--- src/rtl/lhd_pkg.sv ---
package lhd_pkg;

   typedef enum logic [2:0] {
      ST_IDLE,
      ST_START,
      ST_ADDR,
      ST_SIZE,
      ST_OWN
   } lhd_state_e;

   typedef enum logic [1:0] {
      K_BAD,
      K_FW_RD,
      K_FW_WR,
      K_LPC
   } lhd_kind_e;

   localparam logic [3:0] CODE_FW_RD = 4'b1101;
   localparam logic [3:0] CODE_FW_WR = 4'b1110;
   localparam logic [3:0] CODE_LPC   = 4'b0000;
   localparam logic [1:0] TYPE_MEM   = 2'b01;
   localparam int unsigned LPC_ADDR_NIBBLES = 8;

endpackage

--- src/rtl/lhd_start_dec.sv ---
module lhd_start_dec
   import lhd_pkg::*;
#(
   parameter bit LPC_EN = 1'b1
) (
   input  logic [3:0] start_nib,
   output lhd_kind_e  kind
);

   lhd_kind_e lpc_kind;

   generate
      if (LPC_EN) begin : g_lpc_on
         assign lpc_kind = K_LPC;
      end else begin : g_lpc_off
         assign lpc_kind = K_BAD;
      end
   endgenerate

   always_comb begin
      case (start_nib)
         CODE_FW_RD: kind = K_FW_RD;
         CODE_FW_WR: kind = K_FW_WR;
         CODE_LPC:   kind = lpc_kind;
         default:    kind = K_BAD;
      endcase
   end

endmodule

--- src/rtl/lhd_addr_shift.sv ---
module lhd_addr_shift #(
   parameter int unsigned ADDR_W = 28
) (
   input  logic              clk,
   input  logic              rst_n,
   input  logic              clr,
   input  logic              shift,
   input  logic [3:0]        nib,
   output logic [ADDR_W-1:0] addr
);

   generate
      if (ADDR_W == 4) begin : g_single
         always_ff @(posedge clk) begin
            if (!rst_n || clr)  addr <= '0;
            else if (shift)     addr <= nib;
         end
      end else begin : g_multi
         always_ff @(posedge clk) begin
            if (!rst_n || clr)  addr <= '0;
            else if (shift)     addr <= {addr[ADDR_W-5:0], nib};
         end
      end
   endgenerate

endmodule

--- src/rtl/lhd_seq.sv ---
module lhd_seq
   import lhd_pkg::*;
#(
   parameter int unsigned ADDR_NIBBLES = 7
) (
   input  logic       clk,
   input  logic       rst_n,
   input  logic       frame_n,
   input  logic [3:0] lad_i,
   input  logic [3:0] strap_sel,
   input  logic       drv_req,
   input  logic       cyc_done,
   input  lhd_kind_e  kind,
   output logic [3:0] start_q,
   output logic       clr,
   output logic       shift_en,
   output logic       req,
   output logic       req_wr,
   output logic       req_lpc,
   output logic [3:0] req_size,
   output logic       lad_oe,
   output logic       standby
);

   localparam int unsigned MAXN  = (ADDR_NIBBLES > LPC_ADDR_NIBBLES) ? ADDR_NIBBLES : LPC_ADDR_NIBBLES;
   localparam int unsigned CNT_W = $clog2(MAXN) + 1;
   localparam logic [CNT_W-1:0] FW_LAST  = CNT_W'(ADDR_NIBBLES - 1);
   localparam logic [CNT_W-1:0] LPC_LAST = CNT_W'(LPC_ADDR_NIBBLES - 1);

   lhd_state_e       state, nxt;
   logic [CNT_W-1:0] cnt;
   logic             fire;
   logic             is_lpc;

   always_comb begin
      nxt      = state;
      clr      = 1'b0;
      shift_en = 1'b0;
      fire     = 1'b0;
      if (!frame_n) begin
         nxt = ST_START;
         clr = 1'b1;
      end else begin
         case (state)
            ST_START: begin
               case (kind)
                  K_FW_RD, K_FW_WR: nxt = (lad_i == strap_sel) ? ST_ADDR : ST_IDLE;
                  K_LPC:            nxt = (lad_i[3:2] == TYPE_MEM) ? ST_ADDR : ST_IDLE;
                  default:          nxt = ST_IDLE;
               endcase
            end
            ST_ADDR: begin
               shift_en = 1'b1;
               if (cnt == '0) begin
                  nxt  = is_lpc ? ST_OWN : ST_SIZE;
                  fire = is_lpc;
               end
            end
            ST_SIZE: begin
               nxt  = ST_OWN;
               fire = 1'b1;
            end
            ST_OWN:  if (cyc_done) nxt = ST_IDLE;
            default: nxt = ST_IDLE;
         endcase
      end
   end

   always_ff @(posedge clk) begin
      if (!rst_n) begin
         state    <= ST_IDLE;
         start_q  <= '0;
         cnt      <= '0;
         is_lpc   <= 1'b0;
         req_wr   <= 1'b0;
         req_size <= '0;
         req      <= 1'b0;
         lad_oe   <= 1'b0;
      end else begin
         state  <= nxt;
         req    <= fire;
         lad_oe <= frame_n && (nxt == ST_OWN) && drv_req;
         if (!frame_n) start_q <= lad_i;
         if (frame_n && state == ST_START) begin
            is_lpc <= (kind == K_LPC);
            req_wr <= (kind == K_FW_WR) || ((kind == K_LPC) && lad_i[1]);
            cnt    <= (kind == K_LPC) ? LPC_LAST : FW_LAST;
         end
         if (shift_en) cnt <= cnt - 1'b1;
         if (frame_n && state == ST_SIZE) req_size <= lad_i;
         if (fire && is_lpc) req_size <= '0;
      end
   end

   assign req_lpc = is_lpc;
   assign standby = (state == ST_IDLE) && frame_n;

   AST_RELEASE_ON_FRAME: assert property (@(posedge clk) disable iff (!rst_n)
      !frame_n |=> !lad_oe);
   AST_RESTART_ON_FRAME: assert property (@(posedge clk) disable iff (!rst_n)
      !frame_n |=> (state == ST_START));
   AST_REQ_SINGLE: assert property (@(posedge clk) disable iff (!rst_n)
      req |=> !req);
   AST_STANDBY_QUIET: assert property (@(posedge clk) disable iff (!rst_n)
      standby |-> !lad_oe);
   AST_REQ_CLAIMED: assert property (@(posedge clk) disable iff (!rst_n)
      req |-> (state == ST_OWN));

endmodule

--- src/rtl/lpc_hdr_decoder.sv ---
module lpc_hdr_decoder
   import lhd_pkg::*;
#(
   parameter int unsigned ADDR_NIBBLES = 7,
   parameter bit          LPC_EN       = 1'b1,
   localparam int unsigned ADDR_W      = 4 * ADDR_NIBBLES
) (
   input  logic              clk,
   input  logic              rst_n,
   input  logic              frame_n,
   input  logic [3:0]        lad_i,
   input  logic [3:0]        strap_sel,
   input  logic              drv_req,
   input  logic              cyc_done,
   output logic              lad_oe,
   output logic              standby,
   output logic              req,
   output logic              req_wr,
   output logic              req_lpc,
   output logic [ADDR_W-1:0] req_addr,
   output logic [3:0]        req_size
);

   generate
      if (ADDR_NIBBLES < 1 || ADDR_NIBBLES > 8) begin : g_bad_nibbles
         $error("lpc_hdr_decoder: ADDR_NIBBLES must lie in 1..8");
      end
   endgenerate

   lhd_kind_e  kind;
   logic [3:0] start_q;
   logic       clr;
   logic       shift_en;

   lhd_start_dec #(.LPC_EN(LPC_EN)) u_dec (
      .start_nib (start_q),
      .kind      (kind)
   );

   lhd_seq #(.ADDR_NIBBLES(ADDR_NIBBLES)) u_seq (
      .clk       (clk),
      .rst_n     (rst_n),
      .frame_n   (frame_n),
      .lad_i     (lad_i),
      .strap_sel (strap_sel),
      .drv_req   (drv_req),
      .cyc_done  (cyc_done),
      .kind      (kind),
      .start_q   (start_q),
      .clr       (clr),
      .shift_en  (shift_en),
      .req       (req),
      .req_wr    (req_wr),
      .req_lpc   (req_lpc),
      .req_size  (req_size),
      .lad_oe    (lad_oe),
      .standby   (standby)
   );

   lhd_addr_shift #(.ADDR_W(ADDR_W)) u_addr (
      .clk   (clk),
      .rst_n (rst_n),
      .clr   (clr),
      .shift (shift_en),
      .nib   (lad_i),
      .addr  (req_addr)
   );

endmodule

--- config.mk ---
export PLATFORM = sky130hd
export DESIGN_NAME = lpc_hdr_decoder
export DESIGN_NICKNAME = d
export VERILOG_FILES = /design/src/rtl/lhd_pkg.sv /design/src/rtl/lhd_start_dec.sv /design/src/rtl/lhd_addr_shift.sv /design/src/rtl/lhd_seq.sv /design/src/rtl/lpc_hdr_decoder.sv
export SDC_FILE = /design/constraint.sdc
export NUM_CORES = 1
export LEC_CHECK = 0
export BUFFER_PORTS_ARGS = -buffer_cell sky130_fd_sc_hd__buf_2
export CAP_MARGIN = 10
export CORE_UTILIZATION = 43
export DETAILED_ROUTE_END_ITERATION = 8
export GPL_TIMING_DRIVEN = 0
export PLACE_DENSITY_LB_ADDON = 0.08
export SYNTH_ARGS = -nofsm -noshare
export SYNTH_HDL_FRONTEND = slang
export SYNTH_SLANG_ARGS = --single-unit
--- constraint.sdc ---
create_clock -name clk -period 2.4 [get_ports clk]
set_clock_uncertainty 0.2 [all_clocks]
set_input_delay 0.12 -clock clk [delete_from_list [all_inputs] [get_ports clk]]
set_output_delay 0.12 -clock clk [all_outputs]
set_load 0.02 [all_outputs]
### After elaboration in Yosys (flattened, before gate mapping)

Index checks and enable logic that the tools add are counted.

| operators by class | value |
|---|---|
| equality and inequality tests | 12 |
| reduce and logical (&&, ||, !) cells | 16 |
| bitwise gates (word level) | 1 |
| $add $sub $neg | 1 |
| mux-type cells | 18 |

Operator list:

| operator | number |
|---|---|
| 3-bit 2-to-1 mux | 4 |
| 3-bit case mux with 4 select lines | 1 |
| 4-bit equality test, second input constant | 2 |
| 4-bit logical NOT | 2 |
| 4-bit 2-to-1 mux | 2 |
| 1-bit logical AND | 7 |
| 3-bit by 2-bit equality test with 1-bit output, second input constant | 2 |
| 3-bit equality test, second input constant | 2 |
| 1-bit 2-to-1 mux | 6 |
| 2-bit case mux with 3 select lines | 1 |
| 3-bit case mux with 2 select lines | 1 |
| 2-bit by 1-bit equality test with 1-bit output, second input constant | 2 |
| 2-bit equality test, second input constant | 2 |
| 4-bit equality test | 1 |
| 2-bit 2-to-1 mux | 2 |
| 2-bit OR reduction | 2 |
| 4-bit by 1-bit subtractor with 4-bit output, second input constant | 1 |
| 3-bit by 1-bit equality test with 1-bit output, second input constant | 1 |
| 3-bit logical NOT | 1 |
| 1-bit logical OR | 2 |
| 1-bit case mux with 2 select lines | 1 |
| 2-bit nonzero test | 1 |
| 1-bit logical NOT | 1 |
| 1-bit NOT | 1 |

| storage, ports and cells | value |
|---|---|
| bits in registers | 47 |
| input port bits | 13 |
| word-level logic and storage cells | 57 |
| output and inout bits | 37 |

### Logic depth before layout (Yosys ltp)

| logic depth | value |
|---|---|
| depth in word-level cells | 10 |
| mapped depth | 8 |
| depth with buffers taken out | 8 |

### Cells and area by module

A second synthesis with hierarchy kept.

| second synthesis, totals | value |
|---|---|
| cell total of the unflattened synthesis | 196 |
| area total of the unflattened synthesis | 1,981.9 µm² |

Modules (own cells, without submodules):

| module | area an instance (µm²) | seq. area each (µm²) | times used | cells each |
|---|---|---|---|---|
| lhd_addr_shift | 1,021.0 | 560.5 | 1 | 91 |
| lhd_seq | 928.4 | 380.4 | 1 | 99 |
| lhd_start_dec | 32.5 | 0.0 | 1 | 6 |

### Worst setup path before layout

No wires, ideal clock.

| timing | value |
|---|---|
| kind | register to register |
| start point | register u_seq.start_q[1] |
| end point | register u_seq.state[1] |
| arrival | 1.646 ns |
| period minus slack after synthesis | 1.906 ns |
| required time | 2.141 ns |
| cell stages (with the launch flop) | 9 |
| setup slack | 0.494 ns |
| buffers on the path | 0 |
| setup time | 0.059 ns |
| cell sequence | dfxtp_1 or3_1 a21oi_1 inv_1 ha_1 nor2_1 nand3_1 nor3b_1 o311a_1 |

| on the way | value |
|---|---|
| word-level cells in the longest chain between the ends | 7 |
| elaborated cells between the ends (all ways) | 11 |
| classes of those cells | eq/ne (5); mux (4); reduce/logical (2) |

RTL lines:

| item | RTL line | source |
|---|---|---|
| start, declared | lhd_seq.sv:14 | `output logic [3:0] start_q,` |
| start signal, assigned | lhd_seq.sv:83 | `if (!frame_n) start_q <= lad_i;` |
| 4-bit equality test / 4-bit logical NOT (equally long branches) | lhd_start_dec.sv:21 | `case (start_nib)` |
| 2-bit case mux with 3 select lines (*) | lhd_start_dec.sv:21 |  |
| 2-bit by 1-bit equality test with 1-bit output / 2-bit equality test (equally long branches) | lhd_seq.sv:46 | `case (kind)` |
| 2-bit OR reduction | lhd_seq.sv:46 |  |
| 3-bit case mux with 2 select lines (*) | lhd_seq.sv:46 |  |
| 3-bit case mux with 4 select lines (*) | lhd_seq.sv:44 | `case (state)` |
| 3-bit 2-to-1 mux (*) | lhd_seq.sv:40 | `if (!frame_n) begin` |
| end signal, assigned | lhd_seq.sv:80 | `state <= nxt;` |
| end, declared | lhd_seq.sv:30 | `lhd_state_e state, nxt;` |

Every way passes the cells marked *; elsewhere a longest branch is shown, timed or not.
A chain may end at the register's enable or synchronous reset.

### Worst setup path after layout

Ends and elaborated chain as after synthesis.

==> metrics.txt <==
status=finished clean; Inst Count DP=297; sequential fraction of the synthesis area=51.0%; final core utilization=57.3%; Power Density=594 mW/mm²; top cells by area, synth=dfxtp_1, nor2_1, o22ai_1, mux2i_1, ha_1; Syn Area/Cell=9.27 µm²; FP Rows=23; CP endpoint kind=flip-flop; EDFF count, synth=0; IO Port Bufs=48; crit path launch=u_seq.start_q[1]$_SDFFE_PN0N_; first-pass iteration count of the detailed router=4; Initial DRC Count=71; CTS tree=yes; CP max FO=4; GR Util All Layers=20.5%; Layout area overhead=25.9%; Chip Width=67.5 µm; final hold violation count=0; Async SR Flop Fraction=0%; layout cells sized above 1=25.8%; Lkg Pwr=1.06 nW; clk buf depth=2; first-pass GRT wire length=6920 µm; Die H=67.5 µm; leading area contributor after synthesis=dfxtp_1; grt total ovfl=0; initial antenna violation count=0; R2R setup slack=0.32 ns; DRC Markers=0; fmax=480 MHz; RSZ-0062 raised after global routing=false; worst-path cell chain=or3_1 > a21oi_1 > inv_1 > ha_1 > nor2_1 > nand3_1 > nor3b_1 > o311a_1; RR Startpoint=u_seq.start_q[1]$_SDFFE_PN0N_; Vias per Instance=5.19; vias=1631; largest net degree at the start of global routing=15; clk slew on worst S/H paths=0.09 ns; Syn Inst Count=199; # H-tree levels=2; unique cell type count in the Yosys netlist=36; vias in the first global route=1487; Final TNS setup=0 ns; top_reg_cell synth=dfxtp_1; Ys Warns=0; Worst Path Arrival=2.13 ns; post-DP HPWL=3070 µm; post_cts resized=0; CTS Buf Count=5; Setup crit start kind=flip-flop; # IOs=50; #FFs+latches synth=47; Final Max Slew Viols=0; max incr delay on CP=0.37 ns; Slew @ Worst Pin=0.486 ns; Final ANT Viol Nets=0; Post-Layout Cell Count=314; final worst path period need=2.08 ns; Mapped Area=0.00185 mm²; final setup violating endpoints=0; area of the die=0.00456 mm²; Worst Reg-to-Reg Cells=8; routed len/inst=13.8 µm; Worst EP required=2.44 ns; Hold Path Class=in -> reg; Sink Count=47; CORE AREA=0.00406 mm²; CP Capture Point=u_seq.state[1]$_SDFF_PN0_; clk root buf=clkbuf_8; clock latency on the worst-skew pair=0.30 ns; Worst VDD drop=0.345 mV; routability cong.=0.758; Final nets=280; Initial Util=45.5%; Worst path slowest cell=or3_1; syn_nets=216; critical path class=reg -> reg; total setup buffers inserted after CTS=0; reg2reg end=u_seq.state[1]$_SDFF_PN0_; commonest non-fill, non-tap cell in the layout=buf_2; final hold slack=0.201 ns; Total Wirelength=4330 µm; period utilization=86.9%; share of the synthesized area in the top cell type=51.0%; number of diodes=0; worst rel slew slack=67.6%; commonest non-fill, non-tap cells in the layout=buf_2, nor2_1, dfxtp_1, o22ai_1; max-cap viol count=0
## worst min-delay path by stage
stage / to / cells past startpoint / startpoint
floorplan: u_seq.state[1]$_SDFF_PN0_ / 1 / rst_n
CTS: u_seq.state[1]$_SDFF_PN0_ / 4 / strap_sel[0]
detailed placement: u_seq.lad_oe$_SDFF_PN0_ / 2 / drv_req
global placement: u_seq.lad_oe$_SDFF_PN0_ / 2 / drv_req
finish: u_seq.state[1]$_SDFF_PN0_ / 4 / strap_sel[0]
global route: u_seq.state[1]$_SDFF_PN0_ / 5 / strap_sel[2]
## kinds of logic (layout without fill, tap and decap cells)
kind of cell	Yosys count	after routing	synth area share [%]
xor gates and xnor gates	4	4	1.90
and+or+nand+nor	74	74	20.0
adders and majority gates	4	4	2.71
AOI/OAI and AO/OA	44	44	15.1
muxes	9	9	4.88
DFF	47	47	51.0
buffers and inverters	17	82	4.47
## worst max-delay path: cells and delay by family (launching register included)
| family | cells | cell delay [ns] |
|---|---|---|
| AND/OR/NAND/NOR | 4 | 0.80 |
| AO/OA/AOI/OAI | 2 | 0.44 |
| flip-flops | 1 | 0.34 |
| adder cells (fa/ha/maj) | 1 | 0.17 |
| buffers and inverters | 1 | 0.07 |
## power breakdown
| part | switching [mW] | internal [mW] | total (mW) |
|---|---|---|---|
| Combinational | 0.0673 | 0.0520 | 0.119 |
| Clock | 0.258 | 0.204 | 0.462 |
| Sequential | 0.00851 | 0.789 | 0.798 |
| Total | 0.334 | 1.04 | 1.38 |
## metrics by stage
step           total power [mW]  worst slack, ns  instance area, µm²
2_1_floorplan             0.887            0.494                1850
3_3_place_gp              0.924            0.363                2150
3_5_place_dp              0.925            0.351                2150
4_1_cts                    1.40            0.309                2320
5_1_grt                    1.44            0.142                2320
6_report                   1.38            0.315                2320
## flip-flops by register name, summed over array words and instances (netlist names)
name and flops:
u_addr.addr 28, u_seq.cnt 4, u_seq.req_size 4, u_seq.start_q 4, u_seq.state 3, u_seq.lad_oe 1, u_seq.req 1, u_seq.req_lpc 1
u_seq.req_wr 1
## cells in the mapped netlist, types with 2 or more instances
| library cell | count |
|---|---|
| o22ai_1 | 28 |
| or3_1 | 3 |
| inv_1 | 4 |
| a21oi_1 | 6 |
| xor2_1 | 3 |
| ha_1 | 4 |
| nand2_1 | 2 |
| buf_2 | 6 |
| nand3_1 | 6 |
| nor3b_1 | 3 |
| mux2i_1 | 9 |
| o21ai_1 | 2 |
| dfxtp_1 | 47 |
| and4bb_2 | 3 |
| nor2_1 | 47 |
| clkbuf_1 | 4 |
| a221oi_1 | 2 |
| and2b_1 | 2 |
## repair_timing
action | 4_1_cts | 5_1_grt
hold buffers | 9 | 0
hold endpoints to repair | 18 | 0
setup endpoints to repair | 0 | 0
## cell type report
cell class,count,area (µm²)
fillers,394,1730
flip-flops and latches,47,941
multi-input cells,135,822
repair buffers,57,330
clock buffers,6,72.6
plain buffers,12,63.8
well taps,50,62.6
inverters,5,18.8
clock inverters,2,12.5
## layer usage
metal / global-route usage (%) / vias up / part of all wire [%]
met3: 3.89 / 8 / 4.8
met2: 32.1 / 43 / 44
met5: 0 / - / 0
met4: 9.57 / 0 / 1.8
met1: 27.1 / 745 / 49
li1: - / 835 / -
Note: power is estimated with default switching activity, not from simulation.
